==> src/rtl/ipi_disp_pkg.sv <==
package ipi_disp_pkg;

    localparam int CMD_W    = 64;
    localparam int CORE_W   = 10;
    localparam int OFS_W    = 16;
    localparam int WORD_W   = 32;
    localparam int LANES    = WORD_W / 8;
    localparam int VEC_W    = 5;

    // command field positions (the command format is fixed)
    localparam int CORE_LSB = 16;
    localparam int KEEP_LSB = 27;
    localparam int PAY_LSB  = 32;
    localparam int MBOX_LSB = 2;
    localparam int MBOX_W   = 3;

    typedef enum logic [1:0] {
        KIND_IPI  = 2'd0,
        KIND_MAIL = 2'd1,
        KIND_RAW  = 2'd2,
        KIND_RSVD = 2'd3
    } cmd_kind_e;

    typedef enum logic [1:0] {
        ST_IDLE  = 2'd0,
        ST_READ  = 2'd1,
        ST_WRITE = 2'd2,
        ST_DONE  = 2'd3
    } disp_st_e;

    typedef struct packed {
        disp_st_e            st;
        cmd_kind_e           kind;
        logic [CORE_W-1:0]   core;
        logic [VEC_W-1:0]    vec;
        logic [OFS_W-1:0]    addr;
        logic [LANES-1:0]    keep;
        logic [WORD_W-1:0]   data;
        logic                fault;
        logic                sticky;
    } disp_ctx_t;

endpackage

==> src/rtl/ipi_cmd_decode.sv <==
module ipi_cmd_decode
    import ipi_disp_pkg::*;
#(
    parameter int              NUM_CORES = 4,
    parameter logic [OFS_W-1:0] MAIL_BASE = 16'h0020
) (
    input  cmd_kind_e          kind_i,
    input  logic [CMD_W-1:0]   cmd_i,
    output logic [CORE_W-1:0]  core_o,
    output logic [VEC_W-1:0]   vec_o,
    output logic [OFS_W-1:0]   addr_o,
    output logic [LANES-1:0]   keep_o,
    output logic [WORD_W-1:0]  pay_o,
    output logic               id_ok_o,
    output logic               kind_ok_o
);

    localparam logic [CORE_W:0] CORE_LIM = (CORE_W+1)'(NUM_CORES);

    logic [MBOX_W-1:0] mbox_idx;
    logic [OFS_W-1:0]  mail_addr;
    logic              unused_cmd_bits;

    assign core_o    = cmd_i[CORE_LSB +: CORE_W];
    assign vec_o     = cmd_i[VEC_W-1:0];
    assign keep_o    = cmd_i[KEEP_LSB +: LANES];
    assign pay_o     = cmd_i[PAY_LSB +: WORD_W];
    assign mbox_idx  = cmd_i[MBOX_LSB +: MBOX_W];
    assign mail_addr = MAIL_BASE + {{(OFS_W-MBOX_W-2){1'b0}}, mbox_idx, 2'b00};
    assign unused_cmd_bits = ^{cmd_i[31], cmd_i[26]};

    always_comb begin
        id_ok_o   = ({1'b0, core_o} < CORE_LIM);
        kind_ok_o = (kind_i != KIND_RSVD);
        addr_o    = (kind_i == KIND_MAIL) ? mail_addr : cmd_i[OFS_W-1:0];
    end

endmodule

==> src/rtl/ipi_byte_merge.sv <==
module ipi_byte_merge
    import ipi_disp_pkg::*;
#(
    parameter int NLANES = LANES
) (
    input  logic [NLANES*8-1:0] old_i,
    input  logic [NLANES*8-1:0] new_i,
    input  logic [NLANES-1:0]   keep_i,
    output logic [NLANES*8-1:0] merged_o
);

    for (genvar g = 0; g < NLANES; g++) begin : g_lane
        assign merged_o[g*8 +: 8] = keep_i[g] ? old_i[g*8 +: 8] : new_i[g*8 +: 8];
    end

endmodule

==> src/rtl/ipi_send_dispatch.sv <==
module ipi_send_dispatch
    import ipi_disp_pkg::*;
#(
    parameter int              NUM_CORES = 4,
    parameter logic [15:0]     MAIL_BASE = 16'h0020
) (
    input  logic               clk,
    input  logic               rst_n,
    input  logic               cmd_valid_i,
    input  logic [1:0]         cmd_kind_i,
    input  logic [63:0]        cmd_data_i,
    output logic               busy_o,
    output logic               done_o,
    output logic               fault_o,
    output logic               err_sticky_o,
    output logic               ipi_set_valid_o,
    output logic [9:0]         ipi_set_core_o,
    output logic [4:0]         ipi_set_vec_o,
    output logic               tgt_req_valid_o,
    output logic               tgt_req_write_o,
    output logic [9:0]         tgt_req_core_o,
    output logic [15:0]        tgt_req_addr_o,
    output logic [31:0]        tgt_req_wdata_o,
    input  logic               tgt_rsp_valid_i,
    input  logic               tgt_rsp_err_i,
    input  logic [31:0]        tgt_rsp_rdata_i
);

    disp_ctx_t ctx_d, ctx_q;

    cmd_kind_e          kind_in;
    logic [CORE_W-1:0]  dec_core;
    logic [VEC_W-1:0]   dec_vec;
    logic [OFS_W-1:0]   dec_addr;
    logic [LANES-1:0]   dec_keep;
    logic [WORD_W-1:0]  dec_pay;
    logic               dec_id_ok;
    logic               dec_kind_ok;
    logic [WORD_W-1:0]  merged;

    assign kind_in = cmd_kind_e'(cmd_kind_i);

    ipi_cmd_decode #(
        .NUM_CORES (NUM_CORES),
        .MAIL_BASE (MAIL_BASE)
    ) u_decode (
        .kind_i    (kind_in),
        .cmd_i     (cmd_data_i),
        .core_o    (dec_core),
        .vec_o     (dec_vec),
        .addr_o    (dec_addr),
        .keep_o    (dec_keep),
        .pay_o     (dec_pay),
        .id_ok_o   (dec_id_ok),
        .kind_ok_o (dec_kind_ok)
    );

    ipi_byte_merge #(
        .NLANES (LANES)
    ) u_merge (
        .old_i    (tgt_rsp_rdata_i),
        .new_i    (ctx_q.data),
        .keep_i   (ctx_q.keep),
        .merged_o (merged)
    );

    always_comb begin
        ctx_d = ctx_q;
        unique case (ctx_q.st)
            ST_IDLE: begin
                if (cmd_valid_i) begin
                    ctx_d.kind  = kind_in;
                    ctx_d.core  = dec_core;
                    ctx_d.vec   = dec_vec;
                    ctx_d.addr  = dec_addr;
                    ctx_d.keep  = dec_keep;
                    ctx_d.data  = dec_pay;
                    ctx_d.fault = 1'b0;
                    if (!dec_kind_ok || !dec_id_ok) begin
                        ctx_d.fault  = 1'b1;
                        ctx_d.sticky = 1'b1;
                        ctx_d.st     = ST_DONE;
                    end else if (kind_in == KIND_IPI) begin
                        ctx_d.st = ST_DONE;
                    end else if (dec_keep != '0) begin
                        ctx_d.st = ST_READ;
                    end else begin
                        ctx_d.st = ST_WRITE;
                    end
                end
            end
            ST_READ: begin
                if (tgt_rsp_valid_i) begin
                    if (tgt_rsp_err_i) begin
                        ctx_d.fault  = 1'b1;
                        ctx_d.sticky = 1'b1;
                        ctx_d.st     = ST_DONE;
                    end else begin
                        ctx_d.data = merged;
                        ctx_d.st   = ST_WRITE;
                    end
                end
            end
            ST_WRITE: begin
                if (tgt_rsp_valid_i) begin
                    if (tgt_rsp_err_i) begin
                        ctx_d.fault  = 1'b1;
                        ctx_d.sticky = 1'b1;
                    end
                    ctx_d.st = ST_DONE;
                end
            end
            default: begin
                ctx_d.st = ST_IDLE;
            end
        endcase
    end

    always_ff @(posedge clk or negedge rst_n) begin
        if (!rst_n) begin
            ctx_q <= '0;
        end else begin
            ctx_q <= ctx_d;
        end
    end

    always_comb begin
        busy_o          = (ctx_q.st != ST_IDLE);
        done_o          = (ctx_q.st == ST_DONE);
        fault_o         = done_o && ctx_q.fault;
        err_sticky_o    = ctx_q.sticky;
        ipi_set_valid_o = done_o && !ctx_q.fault && (ctx_q.kind == KIND_IPI);
        ipi_set_core_o  = ctx_q.core;
        ipi_set_vec_o   = ctx_q.vec;
        tgt_req_valid_o = (ctx_q.st == ST_READ) || (ctx_q.st == ST_WRITE);
        tgt_req_write_o = (ctx_q.st == ST_WRITE);
        tgt_req_core_o  = ctx_q.core;
        tgt_req_addr_o  = ctx_q.addr;
        tgt_req_wdata_o = ctx_q.data;
    end

    AST_REQ_STABLE: assert property (@(posedge clk) disable iff (!rst_n)
        tgt_req_valid_o && !tgt_rsp_valid_i |=> tgt_req_valid_o && $stable(tgt_req_write_o)
        && $stable(tgt_req_addr_o) && $stable(tgt_req_core_o) && $stable(tgt_req_wdata_o));

    AST_READ_ONLY_MASKED: assert property (@(posedge clk) disable iff (!rst_n)
        tgt_req_valid_o && !tgt_req_write_o |-> ctx_q.keep != '0);

    AST_WRITE_AFTER_READ: assert property (@(posedge clk) disable iff (!rst_n)
        tgt_req_valid_o && !tgt_req_write_o && tgt_rsp_valid_i && !tgt_rsp_err_i
        |=> tgt_req_valid_o && tgt_req_write_o && $stable(tgt_req_addr_o));

    AST_ERR_ABORTS: assert property (@(posedge clk) disable iff (!rst_n)
        tgt_req_valid_o && tgt_rsp_valid_i && tgt_rsp_err_i
        |=> done_o && fault_o && !tgt_req_valid_o);

    AST_STICKY_HOLD: assert property (@(posedge clk) disable iff (!rst_n)
        err_sticky_o |=> err_sticky_o);

    AST_DONE_PULSE: assert property (@(posedge clk) disable iff (!rst_n)
        done_o |=> !done_o && !fault_o);

    AST_SET_IN_RANGE: assert property (@(posedge clk) disable iff (!rst_n)
        ipi_set_valid_o |-> ({1'b0, ipi_set_core_o} < (CORE_W+1)'(NUM_CORES)));

endmodule

==> config.mk <==
export PLATFORM = sky130hd
export DESIGN_NAME = ipi_send_dispatch
export DESIGN_NICKNAME = d
export VERILOG_FILES = /design/src/rtl/ipi_disp_pkg.sv /design/src/rtl/ipi_cmd_decode.sv /design/src/rtl/ipi_byte_merge.sv /design/src/rtl/ipi_send_dispatch.sv
export SDC_FILE = /design/constraint.sdc
export NUM_CORES = 1
export LEC_CHECK = 0
export BUFFER_PORTS_ARGS = -buffer_cell sky130_fd_sc_hd__buf_2
export CAP_MARGIN = 30
export CORE_MARGIN = 1.5
export CORE_UTILIZATION = 42
export CTS_CLUSTER_SIZE = 30
export DETAILED_ROUTE_END_ITERATION = 8
export PLACE_DENSITY = 0.81
export SLEW_MARGIN = 25
export SYNTH_ARGS = -nofsm -noshare
export SYNTH_HDL_FRONTEND = slang
export SYNTH_SLANG_ARGS = --single-unit
==> constraint.sdc <==
create_clock -name clk -period 1.8 [get_ports clk]
set_input_delay 0.18 -clock clk [delete_from_list [all_inputs] [get_ports clk]]
set_output_delay 0.18 -clock clk [all_outputs]
set_load 0.05 [all_outputs]
==> out/metrics.cfg <==
[floorplanning]
placement_rows=34
fp.dieW_um=97.9
floorplan.initialDensity=0.434
floorplan.io_pins=183
die_height_um=97.9
core_region_area_sq_um=8720
die_area_sq_um=9590

[synthesis]
postSynth.asyncResetShare=1.00
instance_count_of_the_mapped_netlist=349
synth_enable_flop_cells=0
ys_top_cells_by_area=sky130_fd_sc_hd__dfrtp_1 (46%), sky130_fd_sc_hd__buf_4 (15%), sky130_fd_sc_hd__a22oi_1 (6.1%)
synth_area_sq_um=3790
count_of_different_cell_masters_after_synthesis=36
synth_top_flop_cell=sky130_fd_sc_hd__dfrtp_1
yosysTopAreaCell=sky130_fd_sc_hd__dfrtp_1
post_synth.cell_area_avg_sq_um=10.8
synth.net_count=456
yosysTopAreaCellShare=0.463
synth-seq-area-share=0.463
synthesis.yosys.warnings=0
synth-seq-cells=70

[global_route]
gr-max-usage-layer=met2
global_route.usage.total=0.172
met1_usage=0.194
first_global_vias=2892
first_pass_grt_wire_length_mm=13.3
antenna_violations_before_repair=0
grt_start_max_net_pins=39
met2_usage=0.299
grt_overflow_total=0
grt_use_met3=0.0494

[detailed_routing]
avgRoutedWirePerCell_um=13.9
routed-via-count=2877
drt-pass1-iter-count=4
drt_iter0_drc=65
drt_drc_violations_left=0
postRouteAntennaNets=0
route.detailed.vias_per_inst=4.97
finalWirelength_mm=8.05

[cells_and_area]
finish.cell_count_without_fillers=579
layout_commonest_cell=sky130_fd_sc_hd__buf_2
design.final.nets=573
layout_cell_share_with_drive_strength_beyond_1=0.546
mostFrequentLayoutCells=sky130_fd_sc_hd__buf_2 (177), sky130_fd_sc_hd__dfrtp_1 (70), sky130_fd_sc_hd__nor2_1 (38), sky130_fd_sc_hd__a21oi_1 (33), sky130_fd_sc_hd__a22oi_1 (31)
diodes=0
design_area_sq_um=4630
areaGrowthSynthToFinish_pct=22.2

[sta]
post-route-min-period_ns=1.73
relSlewSlack=0.717
report.final.slew_viol_count=0
period_share=0.961
grt_setup_unrepaired=true
maxClockFrequency_ghz=0.578
worstMarginPinSlew_ns=0.425
clock-skew-final_ns=0.00868
report.final.hold_viol_count=0
report.final.setup_viol=0

[clock_network]
tritoncts=built
clkTransAtPathRegs_ns=0.08
clkSinkCount=70
ctsHtreeMaxLevel=3
cts-root-to-sink-buffers=2
numCtsBuffers=9
root_buffer=sky130_fd_sc_hd__clkbuf_8
clk_latency_ns=0.35

[setup_path]
cpPeakStageDelay_ns=0.41
reg2reg_depth=7
timing.critical_path.fanout_max=6
worst_setup_path_end_kind=primary output
timing.critical_path.arrival_ns=1.55
crit_path_slowest_cell=sky130_fd_sc_hd__dfrtp_1
worstSetupStartpointType=register
worst-setup-path-type=register to primary output
timing.critical_path.cells=inv_2, ha_2, buf_4, clkinvlp_4, buf_4
worst_path_required_ns=1.62
regToRegSetupSlack_ns=0.11
crit_top_cell=sky130_fd_sc_hd__buf_4

[placement]
gp_routability_congestion=0.779
placed_cells=562
portBuffers=180
post-dp-hpwl_mm=6.17
place_area_sq_um=4370

[flow_run]
number_of_max_capacitance_violations_reported=0

[status]
status=completed

[min_path]
hold_path_depth=2
holdCritPathClass=primary input to register

==> registers in the layout, summed over array words and instances, names as in the netlist <==
name             flops
ipi_set_vec_o        4
tgt_req_wdata_o     32
tgt_req_addr_o      14
ctx_q                9
err_sticky_o         1
ipi_set_core_o      10
==> per-stage QoR <==
stage	setup WS [ns]	utilization	setup TNS (ns)	hold WS [ns]
after detailed placement	0.0216	0.501	0	0.149
after floorplan	-0.0378	-	-0.0378	-0.116
after CTS	0.00104	0.528	0	0.0291
after global placement	0.114	0.501	0	0.143
after global routing	-0.0244	0.531	-0.0471	0.0414
final	0.0698	0.531	0	0.0468
==> cell usage after synthesis (2+ instances only) <==
cell type                   n
sky130_fd_sc_hd__a22oi_1   31
sky130_fd_sc_hd__o211ai_1   2
sky130_fd_sc_hd__dfrtp_1   70
sky130_fd_sc_hd__mux2_2    20
sky130_fd_sc_hd__a31oi_1    3
sky130_fd_sc_hd__nor4_1     3
sky130_fd_sc_hd__and2b_2    3
sky130_fd_sc_hd__buf_6      9
sky130_fd_sc_hd__buf_4     77
sky130_fd_sc_hd__inv_1      6
sky130_fd_sc_hd__a211oi_4   4
sky130_fd_sc_hd__a21oi_2    8
sky130_fd_sc_hd__ha_1       4
sky130_fd_sc_hd__clkbuf_1   2
sky130_fd_sc_hd__nand3_1    2
sky130_fd_sc_hd__a22o_1    12
sky130_fd_sc_hd__nand2_1    3
sky130_fd_sc_hd__buf_2      3
sky130_fd_sc_hd__nor2_1    38
sky130_fd_sc_hd__a21oi_1   33
==> cell families after synthesis <==
logic type | count (synthesis) | synth area share
AND/OR/NAND/NOR | 58 | 0.0734
buffers and inverters | 97 | 0.191
flip-flops | 70 | 0.463
AO/OA/AOI/OAI | 97 | 0.189
XOR/XNOR | 1 | 0.00231
adder cells (fa/ha/maj) | 4 | 0.0132
multiplexers | 22 | 0.0681
==> per-layer routing <==
layer / vias up / share of wire / routed length (um)
li1: 1389 / - / -
met4: 0 / 0.016 / 127
met2: 122 / 0.51 / 4110
met3: 11 / 0.085 / 686
met1: 1355 / 0.39 / 3130
met5: - / 0 / 0
==> cell type report <==
| type | instances | area (sq um) |
|---|---|---|
| Clock inverter | 6 | 92.6 |
| Inverter | 6 | 26.3 |
| Multi-Input combinational cell | 182 | 1350 |
| Timing Repair Buffer | 197 | 1140 |
| Tap cell | 108 | 135 |
| Fill cell | 787 | 4090 |
| Clock buffer | 10 | 128 |
| Sequential cell | 70 | 1750 |
==> worst paths after layout <==
path,startpoint,end
hold reg to reg,tgt_req_addr_o[11],tgt_req_addr_o[11]
hold / removal,cmd_data_i[14],tgt_req_addr_o[14]
max in group asynchronous,rst_n,ctx_q[72]
min in group asynchronous,rst_n,ipi_set_core_o[0]
setup reg to reg,ctx_q[72],ctx_q[71]
setup / recovery,ctx_q[72],busy_o
==> repair_timing <==
item                                   CTS  global route
endpoints found under the hold margin   32             0
setup endpoints to repair                1            46
gates resized for setup                  2             8
buffers inserted                         0             0
cloned                                   0             0
hold buffers                             1             0
==> worst max-delay path, delay by kind of cell (launching register included) <==
family	cells	cell delay (ns)
adder cells (fa/ha/maj)	1	0.22
buffers and inverters	4	0.57
flip-flops	1	0.41
Power is not shown: default switching activity piles up to over one toggle a cycle in this logic, so the estimate is an artifact.
